[src/rtl/bpc_seq_div.sv]
module bpc_seq_div #(
    parameter int NW = 32,
    parameter int DW = 8
) (
    input  logic          clk,
    input  logic          rst_n,
    input  logic          go,
    input  logic [NW-1:0] num,
    input  logic [DW-1:0] den,
    output logic          done,
    output logic [NW-1:0] quo
);
    localparam int CW = $clog2(NW + 1);
    localparam int XW = NW + DW;

    logic [NW-1:0] quo_r;
    logic [DW-1:0] rem_r;
    logic [DW-1:0] den_q;
    logic [NW-1:0] num_q;
    logic [CW-1:0] cnt_r;
    logic          active_r;
    logic          done_r;
    logic [DW:0]   trial;
    logic          fits;

    always_comb begin
        trial = {rem_r, quo_r[NW-1]};
        fits  = (trial >= {1'b0, den_q});
    end

    always_ff @(posedge clk or negedge rst_n) begin
        if (!rst_n) begin
            quo_r    <= '0;
            rem_r    <= '0;
            den_q    <= '0;
            num_q    <= '0;
            cnt_r    <= '0;
            active_r <= 1'b0;
            done_r   <= 1'b0;
        end else if (go) begin
            quo_r    <= num;
            rem_r    <= '0;
            den_q    <= den;
            num_q    <= num;
            cnt_r    <= CW'(NW);
            active_r <= 1'b1;
            done_r   <= 1'b0;
        end else if (active_r) begin
            quo_r <= {quo_r[NW-2:0], fits};
            rem_r <= fits ? DW'(trial - {1'b0, den_q}) : DW'(trial);
            cnt_r <= cnt_r - 1'b1;
            if (cnt_r == CW'(1)) begin
                active_r <= 1'b0;
                done_r   <= 1'b1;
            end
        end else begin
            done_r <= 1'b0;
        end
    end

    assign done = done_r;
    assign quo  = quo_r;

    // truncating division, quotient * divisor + remainder rebuilds the dividend.
    p_div_exact_r2: assert property (@(posedge clk) disable iff (!rst_n)
        (done_r && den_q != '0) |->
            ((XW'(quo_r) * XW'(den_q) + XW'(rem_r) == XW'(num_q)) && (rem_r < den_q)));

endmodule

[config.mk]
export PLATFORM = sky130hd
export DESIGN_NAME = bpc_seq_div
export DESIGN_NICKNAME = d
export VERILOG_FILES = /design/src/rtl/bpc_seq_div.sv
export SDC_FILE = /design/constraint.sdc
export NUM_CORES = 1
export LEC_CHECK = 0
export ABC_AREA = 1
export BUFFER_PORTS_ARGS = -buffer_cell sky130_fd_sc_hd__buf_4
export CORE_MARGIN = 2
export CORE_UTILIZATION = 38
export DETAILED_ROUTE_END_ITERATION = 8
export PLACE_DENSITY = 0.65
export SLEW_MARGIN = 10
export SYNTH_ARGS = -nofsm -noshare
export SYNTH_HDL_FRONTEND = slang
export SYNTH_SLANG_ARGS = --single-unit
[constraint.sdc]
create_clock -name clk -period 4.2 [get_ports clk]
set_clock_uncertainty 0.1 [all_clocks]
set_input_delay 0 -clock clk [delete_from_list [all_inputs] [get_ports clk]]
set_output_delay 0 -clock clk [all_outputs]
set_load 0.005 [all_outputs]
==> impl_metrics.yaml, run 1 <==
status:
  status: "complete, no violations"
layout:
  multi_input_area_um2: 1264
  fillerInstances: 684
  final_cells: 567
  seq_area_um2: 1401
  antenna_cells: 0
  fin_nets: 521
  synthToLayoutAreaGrowth_pct: 39.73
  drive_above_1_share: 0.2030
yosys:
  yosysTopAreaCell: "dfrtp_1"
  synth-compound-area-share: 0.1134
  synthAdderAreaFrac: 0.04966
  netlist.area_leader.share: 0.4795
  synth_top_family_by_area: "simple AND/OR/NAND/NOR gates"
  synthSimpleGateAreaFrac: 0.2603
  syn_nets: 410
  ys_top_cells_by_count: "122 x nand2_1, 56 x dfrtp_1, 52 x inv_1"
  syn_inst: 356
  ys.flop_type: "dfrtp_1"
  ys_warn_count: 0
  synth-seq-cells: 56
  ys_async_sr_fraction: 1.000
  yosysMostFrequentCell: "nand2_1"
  syn_avg_cell_area_um2: 8.210
  ys_seq_area_frac: 0.4795
  yosys-mux-area-fraction: 0
  synthTopCellsByArea: "dfrtp_1 48%, nand2_1 16%, inv_1 6.7%"
  syn-cell-area_um2: 2923
  synth_xor_area_frac: 0.008990
  synth_edf_count: 0
  yosysUniqueCellTypes: 30
grt:
  grt.overflow.total: 0
  grt_pass1_wl_um: 12220
  antenna_found_initial: 0
  grt_usage: 0.1773
  grt_max_degree: 57
  grt_pass1_vias: 2732
sta:
  post-route-min-period_ns: 1.864
  finalSetupViolCount: 0
  tns_ns: 0
  rsz0062_at_grt: "no"
  timing.slew.headroom: 0.4860
  timing.hold.ws_ns: 0.07315
  worst_slew_pin_slew_ns: 0.7701
  timing.final.crit_share: 0.4439
  final_max_slew_viol_count: 0
  fmax_mhz: 536.4
  hold_viol_final: 0
floorplan:
  die_area_um2: 8409
  rows: 31
  io_pins: 76
  coreArea_um2: 7370
  dieWidth_um: 91.70
  die_h_um: 91.70
  start_util: 0.3966
route:
  wl_per_cell_um: 12.68
  postRouteAntennaNets: 0
  vias_per_cell: 4.790
  vias: 2716
  drt-initial-drc-count: 157
  first_pass_iters: 4
  drt-total-wl_um: 7192
  drcViolationCount: 0
clocking:
  path_clk_slew_ns: 0.10
  clk_path_buf_depth: 2
  cts_setup_buffers: 0
  tritoncts: "done"
  clock_latency_ns: 0.32
  root_buffer: "clkbuf_8"
  cts.sinks: 56
  cts_made_buffers: 5
  htree_levels: 2
flow_run:
  drv_cap: 0
place:
  portBuffers: 75
  dp.cells: 518
  dp_hpwl_um: 4897
  place.gp.congestion: 0.8317
worst_setup_path:
  start_kind: "register"
  cpMostUsedCell: "nand2_1"
  crit_path_max_fanout: 9
  cp-end-kind: "register"
  cp.required_ns: 4.31
  cp_top_family: "simple AND/OR/NAND/NOR gates"
  max_stage_delay_ns: 0.42
  critical_path_arrival_ns: 1.98
  path_buf_inv: 0
  cp_slowest_cell: "dfrtp_1"
  crit_path_cell_trace: "ha_1 -> nand2_1 -> nand2_1 -> nand2_1 -> nand2_1 -> nor2_4 -> nand2_8 -> nand2_4 -> nand2_2 -> nand2_1 -> nand2_1"
  critPathKind: "reg -> reg"
power:
  cellLeakagePower_nw: 2.107
  ir_worst_vdd_mv: 0.2110
  p_per_area_nw_per_um2: 463.0
min_path:
  min_path_type: "in -> reg"
-- metrics by stage --
step           utilization  setup WS, ns  total power [mW]  instance area (um2)
2_1_floorplan            -         2.502             1.263                 2923
3_3_place_gp        0.4834         2.370             1.499                 3562
3_5_place_dp        0.4834         2.325             1.509                 3562
4_1_cts             0.5542         2.333             1.903                 4084
5_1_grt             0.5542         2.195             2.050                 4084
6_report            0.5542         2.336             1.891                 4084
-- kinds of logic (layout without fill, tap and decap cells) --
family	Yosys count	after routing
xor gates and xnor gates	3	3
adders and majority gates	11	11
AOI/OAI and AO/OA	48	48
and+or+nand+nor	172	172
buffers and inverters	66	178
DFF	56	56
-- per-layer routing --
layer	vias to the layer above	GRT usage	wire length [um]
met5	-	0	0
met4	0	0.04104	76
met3	9	0.04026	343
met2	56	0.3156	3517
met1	1277	0.2184	3255
li1	1374	-	-
-- tightest hold or removal path: stages --
cell	delay, ns
buf_4	0.27
nand2_1	0.11
o21ai_0	0.06
-- path summary, 6_finish.rpt --
check	start	end	slack [ns]	cells after the start
worst max register to register	rem_r[5]$_DFFE_PN0P_	rem_r[7]$_DFFE_PN0P_	2.34	11
worst min register to register	cnt_r[3]$_DFFE_PN0P_	cnt_r[3]$_DFFE_PN0P_	0.40	1
worst max-delay path	rem_r[5]$_DFFE_PN0P_	rem_r[7]$_DFFE_PN0P_	2.34	11
max in group asynchronous	rst_n	rem_r[1]$_DFFE_PN0P_	3.36	2
worst min-delay path	go	den_q[6]$_DFFE_PN0P_	0.07	3
min in group asynchronous	rst_n	quo[4]$_DFFE_PN0P_	0.17	2
-- sequential cells by signal, indices dropped and copies added, names as in the netlist --
signal,cells
cnt_r,6
quo,32
rem_r,8
active_r,1
done,1
den_q,8
-- layout make-up --
class                   instances  share of cell area
flip-flops and latches         56              0.3431
clock inverters                 3             0.01042
clock buffers                   5             0.01685
well taps                      99             0.03033
inverters                      52             0.04779
multi-input cells             234              0.3094
repair buffers                118              0.2420
-- report_power, final --
group	switching (mW)	total, mW	internal [mW]
Combinational	0.438	0.791	0.353
Clock	0.184	0.361	0.177
Sequential	0.0874	0.739	0.652
Total	0.709	1.89	1.18
-- layout by cell type, fill, tap and decap left out, types with 2 or more instances in the layout --
master           n
dlygate4sd3_1   41
nand3_1         19
a21oi_1          8
clkbuf_8         5
nor2_2           2
buf_4           77
dfrtp_1         56
ha_1            10
nand3b_1         5
nor2_1          11
o221ai_1        14
nand4_1          2
o21ai_0         10
o211ai_1        15
nand2_1        122
xor2_1           2
nand2_4          2
inv_1           52
-- timing repair --
action,4_1_cts,5_1_grt
hold endpoints to repair,96,0
gates resized for setup,0,0
endpoints found under the setup margin,0,0
hold buffers,41,0
Note: power is estimated with default switching activity, not from simulation.
==> run 2, diff against run 1 <==
--- a/config.mk
+++ b/config.mk
@@ -5,12 +5,12 @@
 export SDC_FILE = /design/constraint.sdc
 export NUM_CORES = 1
 export LEC_CHECK = 0
-export ABC_AREA = 1
+export ABC_AREA = 0
 export BUFFER_PORTS_ARGS = -buffer_cell sky130_fd_sc_hd__buf_4
 export CORE_MARGIN = 2
 export CORE_UTILIZATION = 38
 export DETAILED_ROUTE_END_ITERATION = 8
-export PLACE_DENSITY = 0.65
+export PLACE_DENSITY = 0.67
 export SLEW_MARGIN = 10
 export SYNTH_ARGS = -nofsm -noshare
 export SYNTH_HDL_FRONTEND = slang
==> constraint.sdc (replaced) <==
create_clock -name clk -period 1.7 [get_ports clk]
set_clock_uncertainty 0.1 [all_clocks]
set_input_delay 0 -clock clk [delete_from_list [all_inputs] [get_ports clk]]
set_output_delay 0 -clock clk [all_outputs]
set_load 0.005 [all_outputs]
==> run 2 against run 1 <==
  * The flow now finishes with violations (setup timing)
  * Core utilization rose by 6.1 points
  * Critical path type unchanged
  * Critical endpoint is now rem_r[6]$_DFFE_PN0P_
  * Cell count fell by 1.8%
  * Maximum frequency fell by 9.9%
  * Synthesized cell count fell by 16%
  * Critical path depth fell by 3
  * Global-route usage rose by 0.99 points
  * Sequential power rose by 140%
  * Power rose to 2.8 times the previous value
  * Highest routed layer unchanged
  * Sequential cell count did not move
  * Area after synthesis rose by 0.39%
  * Non-clock buffer count rose by 46
  * First-iteration DRC count fell by 15%
==> impl_metrics.yaml, run 2 <==
worst_setup_path:
  cp.required_ns: 1.84
  critical_path_arrival_ns: 2.21
  crit_path_max_fanout: 2
  cp_slowest_cell: "or4b_1"
  max_stage_delay_ns: 0.52
  cp-end-kind: "register"
  critPathKind: "reg -> reg"
  crit_path_cell_trace: "inv_2 -> ha_4 -> fa_2 -> nor2b_4 -> o31a_1 -> or4b_1 -> o311a_1 -> o21ai_1"
  reg2reg_slack_ns: -0.37
  start_kind: "register"
yosys:
  yosysTopAreaCell: "dfrtp_1"
  ys.flop_type: "dfrtp_1"
  synth_edf_count: 0
  ys_warn_count: 0
  synthTopCellsByArea: "dfrtp_1 48%, mux2i_1 11%, o21ai_0 7.7%"
  syn_avg_cell_area_um2: 9.780
  ys_seq_area_frac: 0.4776
  yosysMostFrequentCell: "dfrtp_1"
  netlist.area_leader.share: 0.4776
  ys_top_cells_by_count: "56 x dfrtp_1, 45 x nand2_1, 45 x o21ai_0"
  ys_async_sr_fraction: 1.000
  syn_nets: 354
  syn_inst: 300
  yosysUniqueCellTypes: 41
  synth-seq-cells: 56
  syn-cell-area_um2: 2934
layout:
  synthToLayoutAreaGrowth_pct: 59.49
  fillerInstances: 629
  seq_area_um2: 1403
  largest_register_ffs: 32
  antenna_cells: 0
  fin_nets: 508
  final_common_cell: "buf_4"
  drive_above_1_share: 0.3846
  final_cell_mix: "118 x buf_4, 55 x dfrtp_1, 43 x nand2_1, 41 x o21ai_0, 41 x dlygate4sd3_1"
  multi_input_area_um2: 1658
  design_area_um2: 4679
  final_cells: 557
route:
  wl_per_cell_um: 14.14
  first_pass_iters: 4
  vias_per_cell: 4.961
  drt-total-wl_um: 7875
  vias: 2763
  postRouteAntennaNets: 0
  drcViolationCount: 0
  drt-initial-drc-count: 133
place:
  place_area_um2: 3811
  portBuffers: 75
  place.gp.congestion: 0.8266
  dp_hpwl_um: 4560
  pre_cts_ws_ns: -0.3528
  dp.cells: 492
status:
  status: "complete, but fails checks"
  violations: "setup timing"
power:
  cellLeakagePower_nw: 2.364
  ir_worst_vdd_mv: 0.6003
  p_comb_frac: 0.516
  pwr-share-clk: 0.140
  power.switching_mw: 1.884
  p_int_mw: 3.365
  netSwitchingFraction: 0.3589
  seqPwrFrac: 0.343
  p_per_area_nw_per_um2: 1122
floorplan:
  io_pins: 76
  rows: 32
  die_area_um2: 8440
  start_util: 0.3857
  dieWidth_um: 91.87
  coreArea_um2: 7607
  die_h_um: 91.87
sta:
  hold_viol_final: 0
  worst_slew_pin_slew_ns: 0.7101
  post-route-min-period_ns: 2.070
  finalSetupViolCount: 9
  layout_setup_ws_ns: -0.3700
  fmax_mhz: 483.1
  rsz0062_at_grt: "yes"
  timing.final.crit_share: 1.218
  final_max_slew_viol_count: 0
  timing.slew.headroom: 0.5266
clocking:
  clk_path_buf_depth: 2
  path_clk_slew_ns: 0.10
  tritoncts: "done"
  cts.sinks: 56
  root_buffer: "clkbuf_8"
  cts_made_buffers: 5
  clock_latency_ns: 0.31
  htree_levels: 2
grt:
  grt.overflow.total: 0
  grt_pass1_vias: 2829
  grt_pass1_wl_um: 13210
  grt_usage: 0.1872
  antenna_found_initial: 0
  grt_max_degree: 57
min_path:
  min_path_type: "in -> reg"
flow_run:
  drv_cap: 0
==> run 2: path summary, 6_finish.rpt <==
path	from	end	depth (start not counted)
max	quo[31]$_DFFE_PN0P_	rem_r[6]$_DFFE_PN0P_	8
min	go	cnt_r[0]$_DFFE_PN0P_	2
max reg2reg	quo[31]$_DFFE_PN0P_	rem_r[6]$_DFFE_PN0P_	8
min reg2reg	done$_DFFE_PN0P_	done$_DFFE_PN0P_	2
max in group asynchronous	rst_n	active_r$_DFF_PN0_	2
min in group asynchronous	rst_n	quo[18]$_DFFE_PN0P_	2
==> run 2: metrics by stage <==
step | power (mW) | TNS, ns | hold WS (ns) | utilization
floorplan | 2.935 | -2.310 | -0.3956 | -
global placement | 3.687 | -2.620 | 0.003191 | 0.5010
detailed placement | 3.724 | -2.952 | 0.003642 | 0.5010
CTS | 4.963 | -1.788 | 0.01263 | 0.5985
global route | 5.566 | -3.224 | 0.05633 | 0.6151
finish | 5.248 | -2.550 | 0.03147 | 0.6151
==> run 2: repair_timing <==
item,CTS,global route
gates cloned,1,0
hold buffers,41,0
setup endpoints to repair,9,10
setup buffers,10,5
pin swaps,15,11
resized for setup,30,20
hold endpoints to repair,96,0
==> run 2: final cells by class <==
cell class | instances | share of cell area
clock buffers | 7 | 0.01631
flip-flops and latches | 56 | 0.2997
well taps | 102 | 0.02727
inverters | 12 | 0.009626
multi-input cells | 215 | 0.3543
clock inverters | 1 | 0.001872
repair buffers | 164 | 0.2909
==> run 2: kinds of logic after synthesis <==
family | count (synthesis) | share of synthesized area
adders and majority gates | 11 | 0.04947
muxes | 33 | 0.1130
DFF | 56 | 0.4776
AOI/OAI and AO/OA | 75 | 0.1552
and+or+nand+nor | 87 | 0.1369
buffers and inverters | 30 | 0.04392
xor gates and xnor gates | 8 | 0.02388
==> run 2: critical path: cells and delay by family, from the launching register on <==
kind	cells	cell delay (ns)
compound gates	3	0.49
fa+ha+maj	2	0.36
buf+inv	1	0.07
flops	1	0.40
simple gates	2	0.57
==> run 2: metal layers <==
layer  track usage  wire length, um  vias to the layer above  share of wire
li1              -                -                     1355              -
met1        0.2508             3507                     1335           0.45
met2        0.3186             3879                       64           0.49
met3       0.04026              406                        9          0.052
met4       0.02985               81                        0          0.010
met5             0                0                        -              0
==> run 2: power groups by stage <==
stage               clock [mW]  sequential [mW]  combinational (mW)
floorplan                    0             1.77                1.17
global placement             0             1.79                1.90
detailed placement           0             1.79                1.93
CTS                      0.766             1.79                2.41
global route             0.809             1.83                2.93
finish                   0.737             1.80                2.71
==> run 3, diff against run 2 <==
--- a/config.mk
+++ b/config.mk
@@ -7,10 +7,12 @@
 export LEC_CHECK = 0
 export ABC_AREA = 0
 export BUFFER_PORTS_ARGS = -buffer_cell sky130_fd_sc_hd__buf_4
+export CORE_ASPECT_RATIO = 2
 export CORE_MARGIN = 2
 export CORE_UTILIZATION = 38
 export DETAILED_ROUTE_END_ITERATION = 8
 export PLACE_DENSITY = 0.67
+export SKIP_CTS_REPAIR_TIMING = 1
 export SLEW_MARGIN = 10
 export SYNTH_ARGS = -nofsm -noshare
 export SYNTH_HDL_FRONTEND = slang
==> run 3 against run 2 <==
  * The flow still finishes with violations (setup timing)
  * Global-route usage fell by 0.14 points
  * Via count fell by 0.87%
  * First-iteration DRC count down 47%
  * Core utilization is 0.29 points higher
  * Count of clock-buffer cells in the layout grew 1
  * Die area up 0.51%
  * Critical path type unchanged
==> impl_metrics.yaml, run 3 (synthesis gave the netlist of run 2 again) <==
grt:
  grt_pass1_vias: 2605
  grt_max_degree: 56
  grt_pass1_wl_um: 12030
  antenna_found_initial: 0
  grt_usage: 0.1857
  grt.overflow.total: 0
route:
  vias_per_cell: 5.072
  postRouteAntennaNets: 0
  drt-total-wl_um: 8053
  drcViolationCount: 0
  wl_per_cell_um: 14.91
  drt-initial-drc-count: 71
  first_pass_iters: 4
  vias: 2739
min_path:
  min_path_type: "in -> reg"
  min_to: "cnt_r[0]$_DFFE_PN0P_"
  min-delay-start: "go"
  hold_depth: 2
worst_setup_path:
  critPathKind: "reg -> reg"
  cp_slowest_cell: "or4b_1"
  r2r-end: "rem_r[6]$_DFFE_PN0P_"
  reg2reg_slack_ns: -0.41
  crit_path_max_fanout: 2
  cp.required_ns: 1.82
  r2r-start: "quo[31]$_DFFE_PN0P_"
  max_stage_delay_ns: 0.48
  r2r_cells: 8
  crit_path_cell_trace: "inv_1 -> ha_2 -> fa_2 -> nor2b_4 -> o31a_1 -> or4b_1 -> o311a_1 -> o21ai_2"
  cp-end-kind: "register"
  start_kind: "register"
  critical_path_arrival_ns: 2.23
place:
  portBuffers: 75
  dp_hpwl_um: 5505
  place.gp.congestion: 0.9299
sta:
  timing.slew.headroom: 0.6604
  final_max_slew_viol_count: 0
  worst_slew_pin_slew_ns: 0.5094
  fmax_mhz: 474.9
  layout_setup_ws_ns: -0.4056
  post-route-min-period_ns: 2.106
  hold_viol_final: 0
  timing.final.crit_share: 1.239
  timing.hold.ws_ns: 0.06385
  finalSetupViolCount: 9
  rsz0062_at_grt: "yes"
layout:
  fillerInstances: 634
  drive_above_1_share: 0.3677
  final_common_cell: "buf_4"
  largest_register_ffs: 32
  fin_nets: 499
  synthToLayoutAreaGrowth_pct: 58.93
  antenna_cells: 0
  final_cell_mix: "107 x buf_4, 55 x dfrtp_1, 43 x nand2_1, 41 x dlygate4sd3_1, 39 x o21ai_0"
floorplan:
  dieWidth_um: 66.14
  rows: 45
  die_area_um2: 8483
  io_pins: 76
  coreArea_um2: 7545
  die_h_um: 128.3
  start_util: 0.3889
clocking:
  cts.sinks: 56
  path_clk_slew_ns: 0.07
  clk_path_buf_depth: 2
  root_buffer: "clkbuf_16"
  clock_latency_ns: 0.30
  htree_levels: 2
  tritoncts: "done"
  cts_made_buffers: 5
power:
  report.power.total_mw: 5.514
  seqPwrFrac: 0.325
  ir_worst_vdd_mv: 0.7320
  pwr-share-clk: 0.190
  p_per_area_nw_per_um2: 1182
  netSwitchingFraction: 0.3401
  p_comb_frac: 0.486
  power.switching_mw: 1.875
  cellLeakagePower_nw: 2.348
  p_int_mw: 3.638
flow_run:
  drv_cap: 0
status:
  violations: "setup timing"
  status: "complete, but fails checks"
-- run 3: power by group through the flow --
stage               combinational [mW]  clock, mW  sequential [mW]
global placement                  1.95          0             1.78
CTS                               1.99       1.08             1.77
finish                            2.68       1.05             1.79
floorplan                         1.17          0             1.77
detailed placement                1.99          0             1.79
global route                      2.92       1.14             1.83
-- run 3: how the worst max path moves through the flow --
stage / slack (ns) / from / depth (start not counted) / end
2_1_floorplan: -0.32 / quo[31]$_DFFE_PN0P_ / 8 / rem_r[6]$_DFFE_PN0P_
3_3_place_gp: -0.33 / rem_r[5]$_DFFE_PN0P_ / 6 / rem_r[4]$_DFFE_PN0P_
3_5_place_dp: -0.43 / rem_r[1]$_DFFE_PN0P_ / 6 / rem_r[6]$_DFFE_PN0P_
4_1_cts: -0.45 / quo[31]$_DFFE_PN0P_ / 8 / rem_r[6]$_DFFE_PN0P_
5_1_grt: -0.50 / quo[31]$_DFFE_PN0P_ / 8 / rem_r[6]$_DFFE_PN0P_
6_report: -0.41 / quo[31]$_DFFE_PN0P_ / 8 / rem_r[6]$_DFFE_PN0P_
-- run 3: metal layers --
layer  track usage  share of wire  vias up
met5             0              0        -
met4        0.1080          0.040        0
met3       0.02371          0.025       22
met2        0.3335           0.57       65
met1        0.2007           0.37     1320
li1              -              -     1332
-- run 3: cell type report --
class / instances / area [um2] / share of cell area
clock buffer: 8 / 146.4 / 0.03139
inverter: 12 / 45.04 / 0.009659
multi-input combinational: 215 / 1642 / 0.3520
sequential: 56 / 1403 / 0.3008
tap: 94 / 117.6 / 0.02522
timing repair buffer: 155 / 1310 / 0.2809
-- run 3: critical path, delay by kind of cell, from the launching register on --
family | cells | cell delay (ns)
flip-flops | 1 | 0.38
buffers and inverters | 1 | 0.06
AND/OR/NAND/NOR | 2 | 0.53
adder cells (fa/ha/maj) | 2 | 0.43
AO/OA/AOI/OAI | 3 | 0.54
-- run 3: through the flow --
| step | util | area [um2] | std cells | setup TNS, ns | setup slack [ns] |
|---|---|---|---|---|---|
| after detailed placement | 0.5045 | 3806 | 483 | -3.373 | -0.4288 |
| after global routing | 0.6181 | 4663 | 540 | -2.999 | -0.4994 |
| after CTS | 0.5239 | 3953 | 491 | -3.476 | -0.4475 |
| after floorplan | - | 2943 | 300 | -2.310 | -0.3224 |
| after global placement | 0.5045 | 3806 | 483 | -2.842 | -0.3270 |
| final | 0.6181 | 4663 | 540 | -2.205 | -0.4056 |
